`src/rtl/wwdt_pkg.sv`:
```
package wwdt_pkg;

  // Configuration fields kept after reset (the start bit only matters at reset)
  typedef struct packed {
    logic       slp_hold;
    logic [3:0] win_mask;
    logic [3:0] div_code;
    logic [1:0] per_code;
    logic       evt_reset;
  } wwdt_set_t;

  // log2 of the divide ratio; unknown codes fall back to the smallest ratio
  function automatic logic [3:0] div_shift(input logic [3:0] code, input logic alt_set);
    logic [3:0] s;
    if (!alt_set) begin
      case (code)
        4'd0, 4'd4, 4'd5, 4'd6, 4'd7, 4'd8, 4'd11: s = code;
        default: s = 4'd0;
      endcase
    end else begin
      case (code)
        4'd2, 4'd6, 4'd7, 4'd8, 4'd9, 4'd10, 4'd11, 4'd13: s = code;
        default: s = 4'd2;
      endcase
    end
    return s;
  endfunction

  // log2 of the period length
  function automatic logic [4:0] per_shift(input logic [1:0] code);
    logic [4:0] s;
    case (code)
      2'd0: s = 5'd8;
      2'd1: s = 5'd12;
      2'd2: s = 5'd14;
      default: s = 5'd16;
    endcase
    return s;
  endfunction

endpackage

```
`src/rtl/wwdt_prescale.sv`:
```
module wwdt_prescale #(
  parameter int PRE_W = 13
) (
  input  logic       clk,
  input  logic       rst_n,
  input  logic       en,
  input  logic       restart,
  input  logic [3:0] shift,
  output logic       tick
);
  logic [PRE_W-1:0] phase_q;
  logic [PRE_W-1:0] last;

  assign last = ~({PRE_W{1'b1}} << shift);
  assign tick = en && (phase_q == last);

  always_ff @(posedge clk) begin
    if (!rst_n || restart) phase_q <= '0;
    else if (en)           phase_q <= tick ? '0 : phase_q + 1'b1;
  end
endmodule

```
`src/rtl/wwdt_keyseq.sv`:
```
module wwdt_keyseq #(
  parameter int          DATA_W   = 16,
  parameter logic [15:0] KEY_ARM  = 16'h0123,
  parameter logic [15:0] KEY_FIRE = 16'h3210
) (
  input  logic              clk,
  input  logic              rst_n,
  input  logic              wr_valid,
  input  logic [DATA_W-1:0] wr_data,
  output logic              fire
);
  logic armed_q;

  assign fire = wr_valid && armed_q && (wr_data == DATA_W'(KEY_FIRE));

  // any write after arming consumes the armed state, matching or not
  always_ff @(posedge clk) begin
    if (!rst_n)        armed_q <= 1'b0;
    else if (wr_valid) armed_q <= !armed_q && (wr_data == DATA_W'(KEY_ARM));
  end
endmodule

```
`src/rtl/wwdt_window.sv`:
```
module wwdt_window #(
  parameter int CNT_W = 16
) (
  input  logic [CNT_W-1:0] count,
  input  logic [CNT_W-1:0] span,
  input  logic [4:0]       per_sh,
  input  logic [3:0]       mask,
  output logic             open
);
  logic [CNT_W-1:0] elapsed;
  logic [1:0]       quarter;

  assign elapsed = span - count;
  assign quarter = 2'(elapsed >> (per_sh - 5'd2));
  assign open    = (mask == 4'b0000) || mask[quarter];
endmodule

```
`src/rtl/window_watchdog.sv`:
```
module window_watchdog
  import wwdt_pkg::*;
#(
  parameter int          CNT_W    = 16,
  parameter int          PRE_W    = 13,
  parameter int          DATA_W   = 16,
  parameter logic [15:0] KEY_ARM  = 16'h0123,
  parameter logic [15:0] KEY_FIRE = 16'h3210,
  parameter logic        ALT_DIV  = 1'b0
) (
  input  logic              clk,
  input  logic              rst_n,
  input  logic              sleep_i,
  input  logic [15:0]       cfg_i,
  input  logic              wr_valid_i,
  output logic              wr_ready_o,
  input  logic [DATA_W-1:0] wr_data_i,
  input  logic [1:0]        flag_clr_i,
  output logic              running_o,
  output logic              flag_underflow_o,
  output logic              flag_referr_o,
  output logic              irq_o,
  output logic              rst_req_o
);
  localparam int NFLAG = 2;

  wwdt_set_t        cfg_q;
  logic [CNT_W-1:0] cnt_q;
  logic             run_q;
  logic             irq_q;
  logic             rst_req_q;
  logic [NFLAG-1:0] flag_q;

  logic [4:0]       per_sh;
  logic [3:0]       div_sh;
  logic [CNT_W-1:0] span;
  logic [CNT_W-1:0] span_at_rst;
  logic             en, tick, fire, open;
  logic             good_ref, bad_ref, uflow, evt, reload;
  logic [NFLAG-1:0] flag_set;
  logic             spare_unused;

  assign spare_unused = ^cfg_i[15:13];

  assign per_sh      = per_shift(cfg_q.per_code);
  assign div_sh      = div_shift(cfg_q.div_code, ALT_DIV);
  assign span        = ~({CNT_W{1'b1}} << per_sh);
  assign span_at_rst = ~({CNT_W{1'b1}} << per_shift(cfg_i[3:2]));

  // counting is paused by sleep (if configured) and frozen after a reset request
  assign en = run_q && !(cfg_q.slp_hold && sleep_i) && !rst_req_q;

  wwdt_prescale #(.PRE_W(PRE_W)) u_pre (
    .clk(clk), .rst_n(rst_n), .en(en), .restart(reload), .shift(div_sh), .tick(tick)
  );

  wwdt_keyseq #(.DATA_W(DATA_W), .KEY_ARM(KEY_ARM), .KEY_FIRE(KEY_FIRE)) u_key (
    .clk(clk), .rst_n(rst_n), .wr_valid(wr_valid_i), .wr_data(wr_data_i), .fire(fire)
  );

  wwdt_window #(.CNT_W(CNT_W)) u_win (
    .count(cnt_q), .span(span), .per_sh(per_sh), .mask(cfg_q.win_mask), .open(open)
  );

  // a refresh before the first start is always accepted
  assign good_ref = fire && !rst_req_q && (!run_q || open);
  assign bad_ref  = fire && !rst_req_q && run_q && !open;
  assign uflow    = tick && (cnt_q == '0) && !good_ref;
  assign evt      = uflow || bad_ref;
  assign reload   = good_ref || (uflow && !cfg_q.evt_reset);

  always_ff @(posedge clk) begin
    if (!rst_n) begin
      cfg_q <= '{slp_hold: cfg_i[12], win_mask: cfg_i[11:8], div_code: cfg_i[7:4],
                 per_code: cfg_i[3:2], evt_reset: cfg_i[1]};
      cnt_q <= span_at_rst;
      run_q <= !cfg_i[0];
    end else if (reload) begin
      cnt_q <= span;
      run_q <= 1'b1;
    end else if (tick && (cnt_q != '0)) begin
      cnt_q <= cnt_q - 1'b1;
    end
  end

  always_ff @(posedge clk) begin
    if (!rst_n) begin
      irq_q     <= 1'b0;
      rst_req_q <= 1'b0;
    end else begin
      irq_q     <= evt && !cfg_q.evt_reset;
      rst_req_q <= rst_req_q || (evt && cfg_q.evt_reset);
    end
  end

  // sticky flags: index 0 underflow, index 1 refresh error; set beats clear
  assign flag_set = {bad_ref, uflow};

  for (genvar i = 0; i < NFLAG; i++) begin : g_flag
    always_ff @(posedge clk) begin
      if (!rst_n) flag_q[i] <= 1'b0;
      else        flag_q[i] <= flag_set[i] || (flag_q[i] && !flag_clr_i[i]);
    end
  end

  assign wr_ready_o       = 1'b1;
  assign running_o        = run_q;
  assign flag_underflow_o = flag_q[0];
  assign flag_referr_o    = flag_q[1];
  assign irq_o            = irq_q;
  assign rst_req_o        = rst_req_q;
endmodule

```
`config.mk`:
```
export PLATFORM = sky130hd
export DESIGN_NAME = window_watchdog
export DESIGN_NICKNAME = d
export VERILOG_FILES = /design/src/rtl/wwdt_pkg.sv /design/src/rtl/wwdt_prescale.sv /design/src/rtl/wwdt_keyseq.sv /design/src/rtl/wwdt_window.sv /design/src/rtl/window_watchdog.sv
export SDC_FILE = /design/constraint.sdc
export NUM_CORES = 1
export LEC_CHECK = 0
export BUFFER_PORTS_ARGS = -buffer_cell sky130_fd_sc_hd__buf_4
export CORE_ASPECT_RATIO = 1.25
export CORE_MARGIN = 1
export CORE_UTILIZATION = 53
export CTS_BUF_LIST = sky130_fd_sc_hd__clkbuf_2
export DETAILED_ROUTE_END_ITERATION = 6
export GPL_ROUTABILITY_DRIVEN = 0
export PLACE_DENSITY_LB_ADDON = 0.05
export SETUP_SLACK_MARGIN = 0.5
export SLEW_MARGIN = 30
export SYNTH_ARGS = -nofsm -noshare
export SYNTH_HDL_FRONTEND = slang
export SYNTH_SLANG_ARGS = --single-unit
export TNS_END_PERCENT = 20
```
`constraint.sdc`:
```
create_clock -name clk -period 4.46 [get_ports clk]
set_input_delay 0.446 -clock clk [delete_from_list [all_inputs] [get_ports clk]]
set_output_delay 0.446 -clock clk [all_outputs]
set_load 0.02 [all_outputs]
```
# Word level (Yosys, flattened, before mapping)
# Index checks and enable logic that the tools add are counted.
dict set report word_totals {
  reg_bits 47
  in_bits 38
  word_cells 96
  rom_bits 0
  latch_bits 0
  mem_bits_rw 0
  mem_count 0
  output_inout_bits 6
}
dict set report classes {
  shift 4
  n_bitwise 3
  n_reduce_logical 45
  eq_ne 15
  magnitude_cmp 1
  n_mul 0
  muxes 11
  addsub 4
  div_mod_pow 0
}
# cell count
set op_table {}
lappend op_table {{$mux W16} 3}
lappend op_table {{$not A16 Y16} 2}
lappend op_table {{$shl A16 B5 Y16 const A} 2}
lappend op_table {{$pmux W5 S3} 2}
lappend op_table {{$logic_and A1 B1 Y1} 19}
lappend op_table {{$eq A16 B14 Y1 const B} 1}
lappend op_table {{$eq A16 B9 Y1 const B} 1}
lappend op_table {{$eq A4 B3 Y1 const B} 4}
lappend op_table {{$logic_not A16 Y1} 1}
lappend op_table {{$reduce_bool A16 Y1} 1}
lappend op_table {{$shr A16 B5 Y2} 1}
lappend op_table {{$sub A16 B1 Y16 const B} 1}
lappend op_table {{$sub A16 B16 Y16} 1}
lappend op_table {{$add A13 B1 Y13 const B} 1}
lappend op_table {{$eq A13 B13 Y1} 1}
lappend op_table {{$mux W13} 1}
lappend op_table {{$not A13 Y13} 1}
lappend op_table {{$shl A13 B4 Y13 const A} 1}
lappend op_table {{$logic_not A1 Y1} 11}
lappend op_table {{$eq A4 B4 Y1 const B} 2}
lappend op_table {{$logic_not A4 Y1} 2}
lappend op_table {{$logic_or A1 B1 Y1} 8}
lappend op_table {{$reduce_or A7 Y1} 1}
lappend op_table {{$sub A5 B2 Y5 const B} 1}
lappend op_table {{other kinds (9)} 14}

# Longest topological paths before layout
# Gate-level depths: netlist of the first run.
dict set report depth {
  word_depth 17
  mapped_depth 14
  mapped_depth_nobuf 13
}

# Modules after synthesis
# Synthesis of the first run repeated with hierarchy kept, for this count alone.
dict set report hier_totals {
  hier_cells 485
  hier_area_um2 4342.9
}
# module seq_area_each_um2 instances cells_per_inst area_per_inst_um2
set by_module_without_submodules {}
lappend by_module_without_submodules {window_watchdog 950.9 1 175 1920.6}
lappend by_module_without_submodules {wwdt_window 0.0 1 177 1281.2}
lappend by_module_without_submodules {wwdt_prescale 260.2 1 119 1036.0}
lappend by_module_without_submodules {wwdt_keyseq 20.0 1 14 105.1}

# Least setup slack after synthesis of the first run
# OpenSTA, ideal clock, no wires.
dict set report synth_path {
  path_kind {register to register}
  startpoint {reg cfg_q[1] (netlist bit)}
  endpoint {reg cnt_q[0], enable pin}
  synth_period_minus_slack_ps 4377
  required_ps 3996
  stages_incl_launch_ff 14
  setup_ps 464
  n_path_buf 2
  path_slack_ps 83
  arrival_time_ps 3912
  cell_sequence {edfxtp_1 -> clkbuf_1 -> or2_2 -> ha_1 -> o211a_1 -> or3_1 -> a311oi_1 -> nor3_1 -> or3_1 -> a211o_1 -> and3_4 -> nor3_1 -> buf_2 -> o21ai_0}
}
dict set report synth_between {
  elab_chain_cells 16
  elab_cells_between_ends 19
  cone_classes {add/sub (2); eq/ne (3); shift (2); mux (3); bitwise (1); reduce/logical (8)}
}
# element line_no
set synth_lines {}
lappend synth_lines {{from (decl)} window_watchdog.sv:27} ;# wwdt_set_t cfg_q;
lappend synth_lines {{from (signal assigned)} window_watchdog.sv:74} ;# cfg_q <= '{slp_hold: cfg_i[12], win_mask: cfg_i[11:8], div_code: cfg_i[7:4],
lappend synth_lines {{$eq A2 B2 Y1 (tied with other cells)} wwdt_pkg.sv:32} ;# case (code)
lappend synth_lines {{$pmux W5 S3 (*)} wwdt_pkg.sv:32}
lappend synth_lines {{$shl A16 B5 Y16} window_watchdog.sv:47} ;# assign span = ~({CNT_W{1'b1}} << per_sh);
lappend synth_lines {{$not A16 Y16} window_watchdog.sv:47}
lappend synth_lines {{$sub A16 B16 Y16} wwdt_window.sv:13} ;# assign elapsed = span - count;
lappend synth_lines {{$shr A16 B5 Y2 (*)} wwdt_window.sv:14} ;# assign quarter = 2'(elapsed >> (per_sh - 5'd2));
lappend synth_lines {{$bmux W1 S2 (*)} wwdt_window.sv:15} ;# assign open = (mask == 4'b0000) || mask[quarter];
lappend synth_lines {{$mux W1 (implied by the code) (*)} wwdt_window.sv:15}
lappend synth_lines {{$logic_or A1 B1 Y1 (*)} wwdt_window.sv:15}
lappend synth_lines {{$logic_or A1 B1 Y1 (*)} window_watchdog.sv:66} ;# assign good_ref = fire && !rst_req_q && (!run_q || open);
lappend synth_lines {{$logic_and A1 B1 Y1 (*)} window_watchdog.sv:66}
lappend synth_lines {{$logic_not A1 Y1} window_watchdog.sv:68} ;# assign uflow = tick && (cnt_q == '0) && !good_ref;
lappend synth_lines {{$logic_and A1 B1 Y1} window_watchdog.sv:68}
lappend synth_lines {{$logic_and A1 B1 Y1} window_watchdog.sv:70} ;# assign reload = good_ref || (uflow && !cfg_q.evt_reset);
lappend synth_lines {{$logic_or A1 B1 Y1 (*)} window_watchdog.sv:70}
lappend synth_lines {{$ne A3 B1 Y1 (no line) (*)} --}
lappend synth_lines {{to (signal assigned)} window_watchdog.sv:76} ;# cnt_q <= span_at_rst;
lappend synth_lines {{to (signal assigned)} window_watchdog.sv:79} ;# cnt_q <= span;
lappend synth_lines {{to (signal assigned)} window_watchdog.sv:82} ;# cnt_q <= cnt_q - 1'b1;
lappend synth_lines {{to (decl)} window_watchdog.sv:28} ;# logic [CNT_W-1:0] cnt_q;
# Mark *: on every way between the ends. The rest lies on a longest branch, timed or not. The select of a mux whose other input is x is not followed.
# A chain may end at the register's enable or synchronous reset.

# Worst setup path after layout of the first run
dict set report layout_path {
  startpoint {reg cfg_q[2] (netlist bit)}
  endpoint {reg cnt_q[15] (data pin)}
}
dict set report layout_between {
  elab_chain_cells 17
  elab_cells_between_ends 20
  cone_classes {add/sub (2); eq/ne (2); shift (2); mux (5); bitwise (1); reduce/logical (8)}
}
# element line_no
set layout_lines {}
lappend layout_lines {{$eq A2 B2 Y1 (tied with other cells)} wwdt_pkg.sv:32}
lappend layout_lines {{$pmux W5 S3 (*)} wwdt_pkg.sv:32}
lappend layout_lines {{$shl A16 B5 Y16} window_watchdog.sv:47}
lappend layout_lines {{$not A16 Y16} window_watchdog.sv:47}
lappend layout_lines {{$sub A16 B16 Y16} wwdt_window.sv:13}
lappend layout_lines {{$shr A16 B5 Y2} wwdt_window.sv:14}
lappend layout_lines {{$bmux W1 S2} wwdt_window.sv:15}
lappend layout_lines {{$mux W1 (implied by the code)} wwdt_window.sv:15}
lappend layout_lines {{$logic_or A1 B1 Y1} wwdt_window.sv:15}
lappend layout_lines {{$logic_or A1 B1 Y1} window_watchdog.sv:66}
lappend layout_lines {{$logic_and A1 B1 Y1} window_watchdog.sv:66}
lappend layout_lines {{$logic_not A1 Y1} window_watchdog.sv:68}
lappend layout_lines {{$logic_and A1 B1 Y1} window_watchdog.sv:68}
lappend layout_lines {{$logic_and A1 B1 Y1} window_watchdog.sv:70}
lappend layout_lines {{$logic_or A1 B1 Y1} window_watchdog.sv:70}
lappend layout_lines {{$mux W16 (*)} window_watchdog.sv:78} ;# end else if (reload) begin
lappend layout_lines {{$mux W16 (*)} window_watchdog.sv:73} ;# if (!rst_n) begin
# Marks and branches as above.

==> summary.txt, run 1 <==
Timing
  • Rel. slew slack: 0.563
  • Final worst slack: 0.674 ns
  • Fin Hold WS: 0.190 ns
  • Fin. Hold Viols: 0
  • Final period util: 0.849
  • Unrepaired setup endpoints after global routing: false
  • Slew Limit Fails: 0
  • Fin crit period: 3.79 ns
  • Fmax: 0.264 GHz
  • Clock skew after layout: 0.0262 ns
  • Setup Viol. Count Final: 0
  • Total Neg Setup Slack: 0 ns
  • Worst-margin pin slew: 0.651 ns

Global route
  • Largest net degree at the start of global routing: 20
  • First-pass GRT wire length: 10500 µm
  • Total grt overflow: 0
  • Initial antenna violation count: 0
  • All-Layer GR Usage: 0.238
  • Vias in the first global route: 2375

Route
  • Initial DRC Count: 94
  • DRT Pass-1 Iters: 4
  • Post-route DRC: 0
  • Wire length per cell: 14.2 µm
  • DR vias/cell: 5.71
  • Vias: 2444
  • Routed WL: 6090 µm
  • Post-route antenna net violation count: 0

Floorplanning
  • Die Ht: 84.6 µm
  • Core Region: 5150 µm²
  • I/O pin total: 44
  • Die X-Extent: 68.1 µm
  • Total die area: 5750 µm²
  • Std cell rows: 29
  • Initial core utilization: 0.561

Status
  • Outcome: finished clean

Synthesis
  • Cells after synthesis: 323
  • Dominant cell type by area after synthesis: edfxtp_1
  • Synth top area cells: edfxtp_1 (30%), dfxtp_1 (12%), nor2_1 (4.4%)
  • Netlist cell types: 56
  • Top FF cell, synth: edfxtp_1
  • FF+latch count, synth: 47
  • Top cells by count, synth: nor2_1 (34), nand2_1 (32), edfxtp_1 (29)
  • Seq/Total Area, Yosys: 0.426
  • Post-synth EDFFs: 29
  • Asr flop ratio synth: 0
  • Yosys Warn Count: 0
  • Mapped Area: 2890 µm²
  • Most frequent cell after synthesis: nor2_1
  • Post-synth top area share: 0.301
  • Synthesized area per cell: 8.95 µm²

Pwr
  • Leak: 1.33 nW
  • Peak supply drop: 0.260 mV
  • PwrDens: 297 nW/µm²

Setup path
  • Setup CP Type: flip-flop to flip-flop
  • CP startpoint kind: flip-flop
  • Crit end category: flip-flop
  • Critical Path Fanout Max: 12
  • Worst path arrival time: 4.00 ns
  • Critical path required time: 4.67 ns

Final layout
  • Area of the multi-input gates: 1570 µm²
  • Area Growth Syn to Fin: 16.8%
  • Diodes inserted: 0
  • Storage cell area: 1230 µm²
  • Fin util: 0.655
  • Layout cells sized above 1: 0.169
  • Nets@finish: 413
  • Fin area: 3370 µm²
  • Filler instances: 457

Clock tree
  • Reg clk slew, reported paths: 0.25 ns
  • CTS Sinks: 47
  • H-tree depth: 2
  • Worst skew pair latency: 0.42 ns
  • CTS tree: done
  • CTS Buf Count: 5
  • Root Driver: clkbuf_2
  • Clock tree buffer depth: 2

Placed design
  • Setup WS pre-CTS: 0.395 ns
  • Dpl hpwl: 4650 µm
  • IO buf count: 39
  • Area after DPL: 3250 µm²

Worst hold path
  • HP Class: primary input to flip-flop

Flow run
  • Maxcap violations: 0
==> cells by family after synthesis <==
family,count (synthesis),synth area share
adders and majority gates,10,0.0433
other,1,0.00130
muxes,2,0.00693
xor gates and xnor gates,26,0.0788
and+or+nand+nor,145,0.258
AOI/OAI and AO/OA,63,0.144
DFF,47,0.426
buffers and inverters,29,0.0424
==> worst paths after layout <==
kind	startpoint	end	slack [ns]	depth (start not counted)
max	cfg_q[2]	cnt_q[15]	0.67	11
min	cfg_i[11]	cfg_q[10]	0.19	1
max reg2reg	cfg_q[2]	cnt_q[15]	0.67	11
min reg2reg	flag_underflow_o	flag_underflow_o	0.49	2
==> final cells by class <==
class	count	area share
well taps	62	0.0230
flip-flops and latches	47	0.365
inverters	19	0.0211
clock inverters	3	0.0200
repair buffers	44	0.0979
clock buffers	5	0.00742
multi-input cells	248	0.466
==> report_power, final <==
part	leakage [nW]	internal, W	switching, W
logic	0.864	0.0000954	0.000110
registers	0.413	0.000488	0.0000199
clock network	0.0492	0.000150	0.000138
==> layer usage <==
metal  track usage  share of wire  up-vias
li1              -              -     1248
met5             0              0        -
met1         0.282           0.42     1147
met2         0.424           0.55       42
met4        0.0833          0.011        0
met3        0.0313          0.020        7
==> repair_timing <==
action | in CTS | in global routing
gates resized for setup | 2 | 3
buffers inserted | 0 | 1
endpoints found under the setup margin | 19 | 32
pin swaps | 0 | 0
hold buffers | 0 | 0
==> cell usage in the layout, fill, tap and decap left out, types with 3 or more instances in the layout <==
cell type  instances
dfxtp_1           18
a21oi_1           21
buf_4             44
nor2_1            34
nand3_1           11
clkbuf_2           5
and3_1             4
a21o_1             6
nand2b_1           8
or3_1              7
nand4_1            7
nand3b_1           3
nor2b_1            4
edfxtp_1          29
ha_1              10
nor4_1             5
xor2_1            12
xnor2_1           14
o21ai_0            8
nand2_1           32
o211ai_1           4
inv_1             17
nor3b_1            3
nor3_1            13
==> flip-flops by register name, summed over array words and instances (netlist names) <==
signal / count
running_o: 1
u_pre.phase_q: 13
cfg_q: 12
rst_req_o: 1
irq_o: 1
u_key.armed_q: 1
cnt_q: 16
flag_underflow_o: 1
flag_referr_o: 1
==> critical path, stage by stage (launching register included) <==
cell and delay (ns):
edfxtp_1 0.44, or2_4 0.29, ha_1 0.32, o211a_1 0.23
or3_1 0.36, a311oi_2 0.29, nor3_1 0.13, or3_1 0.35
a211o_1 0.29, and3_4 0.24, or3_1 0.37, a31o_2 0.24
==> metrics by stage <==
| step | total power (W) | cells |
|---|---|---|
| global route | 0.00106 | 428 |
| global placement | 0.000711 | 419 |
| floorplan | 0.000654 | 324 |
| CTS | 0.00101 | 427 |
| finish | 0.00100 | 428 |
| detailed placement | 0.000716 | 419 |
Power figures use the tool's default switching activity.
==> run 2: changes to the inputs <==
Settings changed: CORE_UTILIZATION 53 to 59.
Clock period 4.46 ns to 3.8 ns, I/O delays scaled along.
==> run 2 against run 1 <==
Global-route usage is 2.6 points higher. Combinational power is 31% higher. Count of clock-buffer cells in the layout stayed put. Maximum frequency is 7.2% higher. Critical path depth stayed put. Via count is 1.8% higher. Sequential share of layout area is 1.5 points lower. Highest routed layer unchanged. Final cell count is 1.9% higher. Largest power group unchanged. Largest cell class unchanged. Critical endpoint unchanged.
==> summary.txt, run 2 (synthesized netlist as in run 1, its figures left out) <==
Clock tree
  • H-tree depth: 2 (unchanged)
  • Clock tree buffer depth: 2 (unchanged)
  • Reg clk slew, reported paths: 0.23 ns (was 0.25 ns)
  • CTS tree: done (unchanged)
  • CTS Buf Count: 5 (unchanged)
  • Hold_buf cts: 0 (unchanged)
  • CTS Sinks: 47 (unchanged)
  • Worst skew pair latency: 0.44 ns (was 0.42 ns)
  • Root Driver: clkbuf_2 (unchanged)

Final layout
  • Layout cells sized above 1: 0.218 (was 0.169)
  • Fin area: 3520 µm² (was 3370 µm²)
  • Top Registers: cnt_q: 16 flops, u_pre.phase_q: 13 flops, cfg_q: 12 flops (unchanged)
  • Diodes inserted: 0 (unchanged)
  • Nets@finish: 423 (was 413)
  • Most flops, register: cnt_q (unchanged)
  • Most common cell after layout, fill and taps aside: buf_4 (unchanged)
  • Commonest non-fill, non-tap cells in the layout: buf_4 (52), nor2_1 (34), edfxtp_1 (29) (was buf_4 (44), nor2_1 (34), nand2_1 (32))
  • Number of flip-flops in the largest register: 16 (unchanged)
  • Area Growth Syn to Fin: 21.6% (was 16.8%)

Timing
  • Setup Viol. Count Final: 0 (unchanged)
  • Fin crit period: 3.53 ns (was 3.79 ns)
  • Fmax: 0.283 GHz (was 0.264 GHz)
  • Total Neg Setup Slack: 0 ns (unchanged)
  • Worst-margin pin slew: 0.794 ns (was 0.651 ns)
  • Fin. Hold Viols: 0 (unchanged)
  • Final period util: 0.929 (was 0.849)
  • Clock skew after layout: 0.0264 ns (was 0.0262 ns)
  • Unrepaired setup endpoints after global routing: true (was false)
  • Rel. slew slack: 0.466 (was 0.563)
  • Slew Limit Fails: 0 (unchanged)

Flow run
  • Maxcap violations: 0 (unchanged)

Route
  • Vias: 2489 (was 2444)
  • Post-route DRC: 0 (unchanged)
  • Routed WL: 6220 µm (was 6090 µm)
  • Initial DRC Count: 187 (was 94)
  • DRT Pass-1 Iters: 4 (unchanged)
  • DR vias/cell: 5.71 (about the same)
  • Post-route antenna net violation count: 0 (unchanged)
  • Wire length per cell: 14.3 µm (was 14.2 µm)

Placed design
  • IO buf count: 39 (unchanged)
  • Area after DPL: 3320 µm² (was 3250 µm²)
  • Dpl hpwl: 4640 µm (was 4650 µm)

Setup path
  • Crit end category: flip-flop (unchanged)
  • Setup CP Type: flip-flop to flip-flop (unchanged)
  • Critical Path Fanout Max: 6 (was 12)
  • CP startpoint kind: flip-flop (unchanged)
  • Worst path arrival time: 3.76 ns (was 4.00 ns)
  • Critical path required time: 4.03 ns (was 4.67 ns)
  • R2R Setup Slk: 0.27 ns (was 0.67 ns)

Global route
  • Vias in the first global route: 2408 (was 2375)
  • All-Layer GR Usage: 0.265 (was 0.238)
  • First-pass GRT wire length: 10500 µm (about the same)
  • Initial antenna violation count: 0 (unchanged)
  • Total grt overflow: 0 (unchanged)
  • Largest net degree at the start of global routing: 20 (unchanged)

Worst hold path
  • HP Class: primary input to flip-flop (unchanged)

Pwr
  • PwrDens: 342 nW/µm² (was 297 nW/µm²)
  • Peak supply drop: 0.384 mV (was 0.260 mV)
  • Leak: 1.38 nW (was 1.33 nW)

Status
  • Outcome: finished clean (unchanged)

Floorplanning
  • Die X-Extent: 64.6 µm (was 68.1 µm)
  • Initial core utilization: 0.611 (was 0.561)
  • Std cell rows: 28 (was 29)
  • Die Ht: 80.3 µm (was 84.6 µm)
  • Total die area: 5180 µm² (was 5750 µm²)
  • I/O pin total: 44 (unchanged)
  • Core Region: 4730 µm² (was 5150 µm²)
## run 2: routing by layer
layer,up-vias,track usage,part of all wire
met5,-,0,0
met4,0,0.0889,0.017
met3,11,0.0398,0.019
met2,39,0.504,0.54
met1,1168,0.294,0.43
li1,1271,-,-
## run 2: final timing paths
check | cells after the start | end | startpoint
min | 1 | cfg_q[10] | cfg_i[11]
min reg2reg | 2 | flag_underflow_o | flag_underflow_o
max | 11 | cnt_q[15] | cfg_q[1]
max reg2reg | 11 | cnt_q[15] | cfg_q[1]
## run 2: final cells by class
cell class	instances	area [µm²]
Multi-Input combinational cell	249	1640
Clock buffer	5	25.0
Sequential cell	47	1230
Timing Repair Buffer	53	402
Inverter	19	71.3
Clock inverter	3	67.6
Fill cell	360	1210
Tap cell	60	75.1
## run 2: critical path, stage by stage, from the launching register on
cell      delay [ns]
edfxtp_1        0.44
or2_4           0.32
ha_4            0.24
o211a_1         0.21
or3_4           0.37
a311oi_2        0.23
nor3_2          0.08
or3_1           0.35
a211o_1         0.29
and3_4          0.19
or3_1           0.37
a31o_2          0.24
## run 2: stage by stage
step / setup slack (ns) / std cells / power (W) / utilization / hold WS (ns)
after detailed placement: 0.153 / 421 / 0.000857 / 0.702 / 0.476
final: 0.269 / 436 / 0.00120 / 0.743 / 0.103
after CTS: 0.284 / 434 / 0.00120 / 0.731 / 0.0984
after global routing: 0.154 / 436 / 0.00126 / 0.743 / 0.0639
after global placement: 0.184 / 421 / 0.000850 / 0.702 / 0.463
after floorplan: 0.206 / 324 / 0.000779 / - / 0.445
## run 2: where the power goes
group	internal, W	total (W)	switching [W]
Combinational	0.000131	0.000268	0.000137
Sequential	0.000572	0.000596	0.0000240
Clock	0.000176	0.000340	0.000164
Total	0.000879	0.00120	0.000325
## run 2: what timing repair did
| action | 4_1_cts | 5_1_grt |
|---|---|---|
| pin swaps | 2 | 0 |
| setup buffers | 4 | 2 |
| gates resized for setup | 1 | 10 |
| endpoints found under the setup margin | 46 | 48 |
| gates cloned | 1 | 0 |
